File: config.mk
export PLATFORM = sky130hd
export DESIGN_NAME = aport_csr
export DESIGN_NICKNAME = d
export VERILOG_FILES = /design/src/rtl/aport_csr_pkg.sv /design/src/rtl/aport_csr_decode.sv /design/src/rtl/aport_csr_ctrl.sv /design/src/rtl/aport_csr_stat.sv /design/src/rtl/aport_csr.sv
export SDC_FILE = /design/constraint.sdc
export NUM_CORES = 1
export LEC_CHECK = 0
export CORE_AREA = 2 2 74 112
export DETAILED_ROUTE_END_ITERATION = 16
export DIE_AREA = 0 0 76 114
export PLACE_DENSITY = 0.84
export SKIP_LAST_GASP = 1
export SLEW_MARGIN = 20
export SYNTH_ARGS = -nofsm -noshare
export SYNTH_HDL_FRONTEND = slang
export SYNTH_HIERARCHICAL = 1
export SYNTH_SLANG_ARGS = --single-unit
export TNS_END_PERCENT = 100
File: constraint.sdc
create_clock -name clk_i -period 9.3 [get_ports clk_i]
set_input_delay 1.86 -clock clk_i [delete_from_list [all_inputs] [get_ports clk_i]]
set_output_delay 1.86 -clock clk_i [all_outputs]
set_load 0.1 [all_outputs]
File: src/rtl/aport_csr_pkg.sv
package aport_csr_pkg;
  localparam int unsigned DW = 32;

  typedef enum logic [1:0] {
    AL_PLAIN = 2'd0,
    AL_SET   = 2'd1,
    AL_CLR   = 2'd2,
    AL_NONE  = 2'd3
  } alias_e;

  localparam logic [DW-1:0] CTRL_RST   = 32'hC000_0000;
  localparam logic [DW-1:0] CTRL_WMASK = 32'hC01F_477F;
  localparam logic [DW-1:0] CTRL_PROT  = 32'h001F_077E;

  localparam int unsigned CB_RUN  = 0;
  localparam int unsigned CB_IE   = 14;
  localparam int unsigned CB_GATE = 30;
  localparam int unsigned CB_SRST = 31;

  localparam int unsigned RI_CTRL = 0;
  localparam int unsigned RI_STAT = 1;
  localparam int unsigned RI_DATA = 2;
  localparam int unsigned NREG    = 3;

  function automatic logic [DW-1:0] alias_merge(input logic [DW-1:0] q,
                                                input logic [DW-1:0] d,
                                                input alias_e        al);
    unique case (al)
      AL_PLAIN: alias_merge = d;
      AL_SET:   alias_merge = q | d;
      AL_CLR:   alias_merge = q & ~d;
      default:  alias_merge = q;
    endcase
  endfunction
endpackage

File: src/rtl/aport_csr_decode.sv
module aport_csr_decode
  import aport_csr_pkg::*;
#(
  parameter int unsigned AW = 8,
  parameter int unsigned NR = NREG
) (
  input  logic          req_i,
  input  logic          we_i,
  input  logic [AW-1:0] addr_i,
  output logic [NR-1:0] wr_sel_o,
  output logic [NR-1:0] rd_sel_o,
  output alias_e        alias_o
);
  localparam int unsigned IW = AW - 4;

  logic [IW-1:0] idx;
  logic          ok;

  assign idx     = addr_i[AW-1:4];
  assign alias_o = alias_e'(addr_i[3:2]);
  // reserved alias and byte-misaligned accesses hit nothing
  assign ok      = req_i && (addr_i[1:0] == 2'b00) && (alias_o != AL_NONE);

  for (genvar r = 0; r < NR; r++) begin : g_sel
    logic hit;
    assign hit         = ok && (idx == IW'(r));
    assign wr_sel_o[r] = hit && we_i;
    assign rd_sel_o[r] = hit && !we_i;
  end
endmodule

File: src/rtl/aport_csr_ctrl.sv
module aport_csr_ctrl
  import aport_csr_pkg::*;
(
  input  logic          clk_i,
  input  logic          rst_ni,
  input  logic          wr_i,
  input  alias_e        alias_i,
  input  logic [DW-1:0] wdata_i,
  input  logic          busy_i,
  output logic [DW-1:0] ctrl_o
);
  logic [DW-1:0] ctrl_q, merged, ctrl_d;

  always_comb begin
    merged = alias_merge(ctrl_q, wdata_i, alias_i);
    if (busy_i) merged = (ctrl_q & CTRL_PROT) | (merged & ~CTRL_PROT);
    ctrl_d = wr_i ? (merged & CTRL_WMASK) : ctrl_q;
  end

  always_ff @(posedge clk_i or negedge rst_ni) begin
    if (!rst_ni) ctrl_q <= CTRL_RST;
    else         ctrl_q <= ctrl_d;
  end

  assign ctrl_o = ctrl_q;


  prot_stable_chk: assert property (@(posedge clk_i) disable iff (!rst_ni)
    busy_i |=> ((ctrl_q & CTRL_PROT) == ($past(ctrl_q) & CTRL_PROT)));


  set_keeps_ones_chk: assert property (@(posedge clk_i) disable iff (!rst_ni)
    (wr_i && alias_i == AL_SET) |=> ((ctrl_q & $past(ctrl_q)) == $past(ctrl_q)));


  clr_keeps_zeros_chk: assert property (@(posedge clk_i) disable iff (!rst_ni)
    (wr_i && alias_i == AL_CLR) |=> ((ctrl_q & ~$past(ctrl_q)) == '0));
endmodule

File: src/rtl/aport_csr_stat.sv
module aport_csr_stat
  import aport_csr_pkg::*;
(
  input  logic       clk_i,
  input  logic       rst_ni,
  input  logic       srst_i,
  input  logic       wr_i,
  input  alias_e     alias_i,
  input  logic [1:0] wbits_i,
  input  logic       uf_i,
  input  logic       ov_i,
  output logic [1:0] flags_o
);
  logic [1:0] flags_q, flags_d, clr;

  // only the clear alias may acknowledge flags
  assign clr = (wr_i && alias_i == AL_CLR) ? wbits_i : 2'b00;

  always_comb begin
    flags_d = (flags_q & ~clr) | {ov_i, uf_i};
    if (srst_i) flags_d = 2'b00;
  end

  always_ff @(posedge clk_i or negedge rst_ni) begin
    if (!rst_ni) flags_q <= 2'b00;
    else         flags_q <= flags_d;
  end

  assign flags_o = flags_q;


  sticky_hold_chk: assert property (@(posedge clk_i) disable iff (!rst_ni)
    (flags_q[0] && !clr[0] && !srst_i) |=> flags_q[0]);


  plain_ignore_chk: assert property (@(posedge clk_i) disable iff (!rst_ni)
    (wr_i && alias_i != AL_CLR && !uf_i && !ov_i && !srst_i) |=> $stable(flags_q));


  srst_flags_chk: assert property (@(posedge clk_i) disable iff (!rst_ni)
    srst_i |=> (flags_q == 2'b00));
endmodule

File: src/rtl/aport_csr.sv
module aport_csr
  import aport_csr_pkg::*;
#(
  parameter int unsigned AW = 8
) (
  input  logic          clk_i,
  input  logic          rst_ni,
  input  logic          req_i,
  input  logic          we_i,
  input  logic [AW-1:0] addr_i,
  input  logic [31:0]   wdata_i,
  output logic [31:0]   rdata_o,
  input  logic          busy_i,
  input  logic          underflow_i,
  input  logic          overflow_i,
  input  logic [31:0]   rx_data_i,
  output logic [31:0]   tx_data_o,
  output logic          tx_push_o,
  output logic [31:0]   ctrl_o,
  output logic          engine_en_o,
  output logic          irq_o
);
  logic [NREG-1:0] wr_sel, rd_sel;
  alias_e          alias_w;
  logic [DW-1:0]   ctrl;
  logic [1:0]      flags;
  logic            srst;
  logic            push_q;
  logic [DW-1:0]   txd_q;

  aport_csr_decode #(.AW(AW), .NR(NREG)) u_dec (
    .req_i    (req_i),
    .we_i     (we_i),
    .addr_i   (addr_i),
    .wr_sel_o (wr_sel),
    .rd_sel_o (rd_sel),
    .alias_o  (alias_w)
  );

  aport_csr_ctrl u_ctrl (
    .clk_i   (clk_i),
    .rst_ni  (rst_ni),
    .wr_i    (wr_sel[RI_CTRL]),
    .alias_i (alias_w),
    .wdata_i (wdata_i),
    .busy_i  (busy_i),
    .ctrl_o  (ctrl)
  );

  assign srst = ctrl[CB_SRST];

  aport_csr_stat u_stat (
    .clk_i   (clk_i),
    .rst_ni  (rst_ni),
    .srst_i  (srst),
    .wr_i    (wr_sel[RI_STAT]),
    .alias_i (alias_w),
    .wbits_i (wdata_i[2:1]),
    .uf_i    (underflow_i),
    .ov_i    (overflow_i),
    .flags_o (flags)
  );

  always_comb begin
    rdata_o = '0;
    if (rd_sel[RI_CTRL]) rdata_o = ctrl;
    if (rd_sel[RI_STAT]) rdata_o = {29'd0, flags, busy_i};
    if (rd_sel[RI_DATA]) rdata_o = srst ? '0 : rx_data_i;
  end

  // data port accepts only its plain address
  always_ff @(posedge clk_i or negedge rst_ni) begin
    if (!rst_ni) begin
      push_q <= 1'b0;
      txd_q  <= '0;
    end else begin
      push_q <= wr_sel[RI_DATA] && alias_w == AL_PLAIN && !srst;
      if (wr_sel[RI_DATA] && alias_w == AL_PLAIN && !srst) txd_q <= wdata_i;
    end
  end

  assign tx_push_o   = push_q;
  assign tx_data_o   = txd_q;
  assign ctrl_o      = ctrl;
  assign engine_en_o = ctrl[CB_RUN] && !ctrl[CB_SRST] && !ctrl[CB_GATE];
  assign irq_o       = ctrl[CB_IE] && (|flags);


  en_needs_run_chk: assert property (@(posedge clk_i) disable iff (!rst_ni)
    engine_en_o |-> (ctrl_o[CB_RUN] && !ctrl_o[CB_SRST]));


  irq_needs_ie_chk: assert property (@(posedge clk_i) disable iff (!rst_ni)
    irq_o |-> ctrl_o[CB_IE]);


  push_pulse_chk: assert property (@(posedge clk_i) disable iff (!rst_ni)
    tx_push_o |-> $past(req_i && we_i));


  push_no_srst_chk: assert property (@(posedge clk_i) disable iff (!rst_ni)
    tx_push_o |-> !$past(ctrl_o[CB_SRST]));
endmodule

---- Yosys cells after proc, flatten, opt, wreduce, memory -nomap -nowiden ----
Cells that the tools add are included.
cells by class
  reduce and logical (&&, ||, !) cells .... 26
  multiply operators ...................... 0
  bitwise operators ....................... 7
  muxes and demuxes ....................... 8
  order comparisons ....................... 0
  div/mod/pow operators ................... 0
  add/sub/neg operators ................... 0
  shift-type cells ........................ 0
  equal/unequal tests ..................... 5
operators with widths
  cell                count
  $mux 32             5
  $pmux 32 s3         1
  $and 32x32->32      1
  $not 32->32         1
  $or 21x32->32       1
  $or 32x32->32       1
  $logic_and 1x1->1   17
  $eq 4x1->1 const B  1
  $eq 4x2->1 const B  1
  $logic_not 2->1     2
  $logic_not 4->1     1
  $mux 2              2
  $reduce_bool 4->1   1
  $logic_not 1->1     3
  $and 2x2->2         1
  $eq 2x1->1 const B  1
  $eq 2x2->1 const B  1
  $ne 2x2->1 const B  1
  $not 2->2           1
  $or 2x2->2          1
  $reduce_and 2->1    1
  $reduce_or 2->1     1
word-level totals
  logic and storage cells ................. 51
  memories ................................ 0
  bits in read-only memories .............. 0
  bits in writable memories ............... 0
  bits of input ports ..................... 79
  register bits after elaboration ......... 53
  bits in latches ......................... 0
  output and inout bits ................... 99

---- Longest topological paths before layout ----
  word-level depth ........................ 11
  gate-level depth with buffers ........... 9
  depth with buffers taken out ............ 5

---- By module ----
Netlist, hierarchy kept.
modules (own cells, without submodules)
  module            cells each  area an instance (sq um)  times used  seq. area each (sq um)
  aport_csr         121         1,637.8                   1           825.8
  aport_csr_ctrl    123         1,247.4                   1           452.9
  aport_csr_decode  16          101.3                     1           0.0
  aport_csr_stat    9           91.3                      1           50.0

---- Least setup slack after synthesis ----
OpenSTA, ideal clock, no wires.
  path kind ............................... in2out
  start point ............................. input port addr_i[1]
  end point ............................... output port rdata_o[0]
  path slack .............................. 2,679 ps
  required time ........................... 7,440 ps
  arrival ................................. 4,761 ps
  stages on the path ...................... 5
  path buffers ............................ 1
  path through ............................ or4_1 > buf_2 > nor4_1 > a21oi_1 > a22oi_1
on the way
  elaborated cells between the ends (all ways) .. 12
  those cells by class .................... mux: 3; reduce/logical: 9
RTL lines
  item                             RTL line                text
  start: declaration               aport_csr.sv:10         input logic [AW-1:0] addr_i,
  $logic_not 2->1                  aport_csr_decode.sv:22  assign ok = req_i && (addr_i[1:0] == 2'b00) && (alias_o != AL_NONE);
  $logic_and 1x1->1 (2 in series)  aport_csr_decode.sv:22
  $logic_and 1x1->1                aport_csr_decode.sv:26  assign hit = ok && (idx == IW'(r));
  $logic_and 1x1->1                aport_csr_decode.sv:28  assign rd_sel_o[r] = hit && !we_i;
  via rd_sel[1]                    aport_csr.sv:23         logic [NREG-1:0] wr_sel, rd_sel;
  $mux 32                          aport_csr.sv:67         if (rd_sel[RI_STAT]) rdata_o = {29'd0, flags, busy_i};
  $mux 32                          aport_csr.sv:68         if (rd_sel[RI_DATA]) rdata_o = srst ? '0 : rx_data_i;
  end: declaration                 aport_csr.sv:12         output logic [31:0] rdata_o,
The timed path passes the listed nets, and every way through them passes these cells.

---- Worst setup path in the final report ----
  start point ............................. input port addr_i[1]
  end point ............................... output port rdata_o[11]
on the way
  elaborated cells between the ends (all ways) .. 9
  those cells by class .................... mux: 2; reduce/logical: 7
RTL lines
  item                             RTL line
  $logic_not 2->1                  aport_csr_decode.sv:22
  $logic_and 1x1->1 (2 in series)  aport_csr_decode.sv:22
  $logic_and 1x1->1                aport_csr_decode.sv:26
  $logic_and 1x1->1                aport_csr_decode.sv:28
  via rd_sel[2]                    aport_csr.sv:23
  $mux 32                          aport_csr.sv:68
The timed path passes the listed nets, and every way through them passes these cells.

==> flow_metrics.tcl <==
set metrics [dict create \
    status "finished clean" \
    critPathTopFamily "buffers and inverters" \
    ir_drop_v 0.000171 \
    worstPathMaxFanout 29 \
    die_h_um 114 \
    ios 178 \
    setup_ws_ns 1.89 \
    ys_ff_latch 53 \
    seqPwrFrac_pct 38.0 \
    clock_path_buffers 2 \
    cts-root-buf "clkbuf_16" \
    hpwl_um 7060 \
    core_mm2 0.00776 \
    drc_errors 0 \
    ys_types 36 \
    cts_setup_buffers 0 \
    pwr-share-comb_pct 25.1 \
    grt_pass1_vias 2870 \
    vias 2781 \
    synth_cells 269 \
    drt_first_pass_iters 4 \
    critPathKind "input pin to output port" \
    grt_overflow 0 \
    layout-drive-gt1-share_pct 14.7 \
    synth_compound_gate_area_share_pct 24.7 \
    sw_frac_of_total_pct 30.8 \
    required_ns 7.44 \
    worst_path_most_repeated_cell "clkdlybuf4s50_1" \
    synthAdderAreaFrac_pct 1.63 \
    maxSlewViolCount 0 \
    cp-start-kind "input pin" \
    setup_tns_ns 0 \
    reg2reg_from "u_ctrl/ctrl_o[31]" \
    slew_headroom_pct 30.9 \
    min_to "tx_data_o[22]" \
    syn_avg_cell_area_um2 11.4 \
    numCtsBuffers 5 \
    period_needed_ns 7.41 \
    synth_ff_type "dfrtp_1" \
    clkSlewWorstSetupHoldPaths_ns 0.07 \
    cts-resized-gates 0 \
    slowest_stage "clkdlybuf4s50_1" \
    grt_max_degree 54 \
    drtIter0Drc 94 \
    via_per_inst 5.29 \
    cap_violations 0 \
    hold_viol 0 \
    antenna_found_initial 0 \
    r2r_cells 3 \
    p_int_w 0.000444 \
    synth-simple-area-share_pct 8.50 \
    leakage_nw 2.07 \
    clk_latency_ns 0.29 \
    routed_wl_um 9210 \
    dp_slack_ns 1.88 \
    synth-async-reset-ratio_pct 100 \
    hold_path_class "flip-flop to flip-flop" \
    critPathArrivalTime_ns 5.55 \
    power_density_mw_per_mm2 132 \
    setup_viol 0 \
    worstReg2RegEnd "tx_data_o[4]" \
    portBuffers 163 \
    critPathMaxStageDelay_ns 1.13 \
    rsz0062_at_grt "no" \
    end_kind "output port" \
    finalCritPeriodShare_pct 79.7 \
    dieWidth_um 76 \
    synth_edf_count 0 \
    synth_xor_xnor_area_share_pct 0 \
    ys_seq_area_share_pct 43.2 \
    postRouteAntennaNets 0 \
    finClkSkew_ns 0.00253 \
    grt_usage_pct 21.3 \
    fmax_ghz 0.135 \
    muxShareOfSynthArea_pct 13.0 \
    fp.dieArea_mm2 0.00866 \
    crit_chain "clkdlybuf4s50_1 -> or4_1 -> nor4_1 -> buf_4 -> and2b_1 -> a22o_1 -> clkdlybuf4s50_1" \
    gp_congestion 0.763 \
    r2r_slack_ns 7.64 \
    worst_slew_pin_slew_ns 1.03 \
    min-delay-start "tx_data_o[22]" \
    cts_tree "built" \
    syn_area_mm2 0.00308 \
    synth_top_family_by_area "compound AO/OA/AOI/OAI gates" \
    p_total_w 0.000641 \
    fillers 626 \
    worstHoldPathCells 1 \
    grt_pass1_wl_um 15000 \
    cts-hold-fix-buffers 0 \
    htreeDepth 2 \
    cts.sinks 53 \
    rows 40 \
    drt-wirelength-per-cell_um 17.5 \
    diodes 0 \
    area_growth_pct 58.0 \
    crit_buf_inv 3 \
    layout.nets 503 \
    p_switching_w 0.000197 \
    ys_warn_count 6 \
    start_util_pct 39.7 \
    clockPowerShare_pct 36.8 \
]
-- per-stage QoR --
step / instance area [um2] / hold WS (ns) / util, % / cells
floorplan: 3130 / 0.556 / - / 282
global placement: 4670 / 0.469 / 60.2 / 518
detailed placement: 4670 / 0.482 / 60.2 / 518
CTS: 4860 / 0.498 / 62.6 / 526
global route: 4860 / 0.524 / 62.7 / 526
finish: 4860 / 0.493 / 62.7 / 526
-- cells in the mapped netlist (3+ instances only) --
master    instances  area share, %
inv_1             6           0.73
a31oi_1          14            2.8
ha_1              4            1.6
mux2_2           31             11
nor2b_1           3           0.61
nor4_1            6            1.2
nor2_1           16            2.0
mux2i_1           4            1.3
clkbuf_1          7           0.85
dfrtp_1          51             41
a22o_1           29            8.3
buf_4            16            3.9
a21oi_4          10            5.3
buf_2             8            1.3
nand3b_1          3           0.73
a211o_1          14            4.0
nand2b_1          6            1.2
buf_6             4            1.5
a21oi_1          15            2.4
a22oi_1           3           0.73
-- cell families after synthesis --
| logic type | Yosys count |
|---|---|
| muxes | 36 |
| and+or+nand+nor | 44 |
| adders and majority gates | 4 |
| DFF | 53 |
| AOI/OAI and AO/OA | 89 |
| buffers and inverters | 42 |
| other | 1 |
-- cells in the final DEF, fill, tap and decap left out, types with 2 or more instances in the layout --
cell type	instances
a311oi_1	2
nor2b_1	2
conb_1	14
nor2_1	16
a211o_1	14
a22o_1	29
ha_1	4
clkbuf_16	5
nor4_1	6
dfstp_2	2
dfrtp_1	51
a21oi_1	15
a31oi_1	14
nand2b_1	6
buf_4	4
bufinv_16	2
inv_1	6
mux2i_1	4
a22oi_1	3
mux2_2	31
nand3b_1	3
clkdlybuf4s50_1	162
a21oi_4	10
-- worst register-to-register path, delay by kind of cell, from the launching register on --
family / cells / cell delay (ns)
multiplexers: 1 / 0.41
buffers and inverters: 1 / 0.41
flip-flops: 1 / 0.45
AND/OR/NAND/NOR: 1 / 0.28
-- layer usage --
layer  up-vias  global-route usage [%]  wire [um]
met2       135                    37.8       4890
li1       1282                       -          -
met4         0                    9.09        299
met1      1347                    24.6       3370
met3        17                    5.22        659
met5         -                       0          0
-- registers in the layout (all words and copies together) (netlist names) --
signal,count
tx_push_o,1
u_stat/flags_o,2
tx_data_o,32
u_ctrl/ctrl_o,18
-- layout make-up --
type	count	area [um2]	area share [%]
Timing Repair Buffer	167	1660	34.1
Sequential cell	53	1330	27.3
Clock inverter	3	65.1	1.34
Inverter	6	22.5	0.463
Clock buffer	5	125	2.57
Multi-Input combinational cell	187	1530	31.5
Tap cell	105	131	2.70
-- power by group through the flow --
| stage | clock network [W] | registers (W) | logic, W |
|---|---|---|---|
| finish | 0.000236 | 0.000244 | 0.000161 |
| CTS | 0.000241 | 0.000244 | 0.000161 |
| global route | 0.000248 | 0.000245 | 0.000169 |
| detailed placement | 0 | 0.000248 | 0.000160 |
| global placement | 0 | 0.000248 | 0.000158 |
| floorplan | 0 | 0.000288 | 0.0000637 |
-- how the worst max path moves through the flow --
stage,endpoint,start,cells after the start
final,rdata_o[11],addr_i[1],7
after global routing,rdata_o[31],addr_i[1],7
after CTS,rdata_o[31],addr_i[1],7
after detailed placement,rdata_o[31],addr_i[1],7
after global placement,rdata_o[31],addr_i[1],7
after floorplan,rdata_o[0],addr_i[1],5
(Power assumes the default switching activity.)
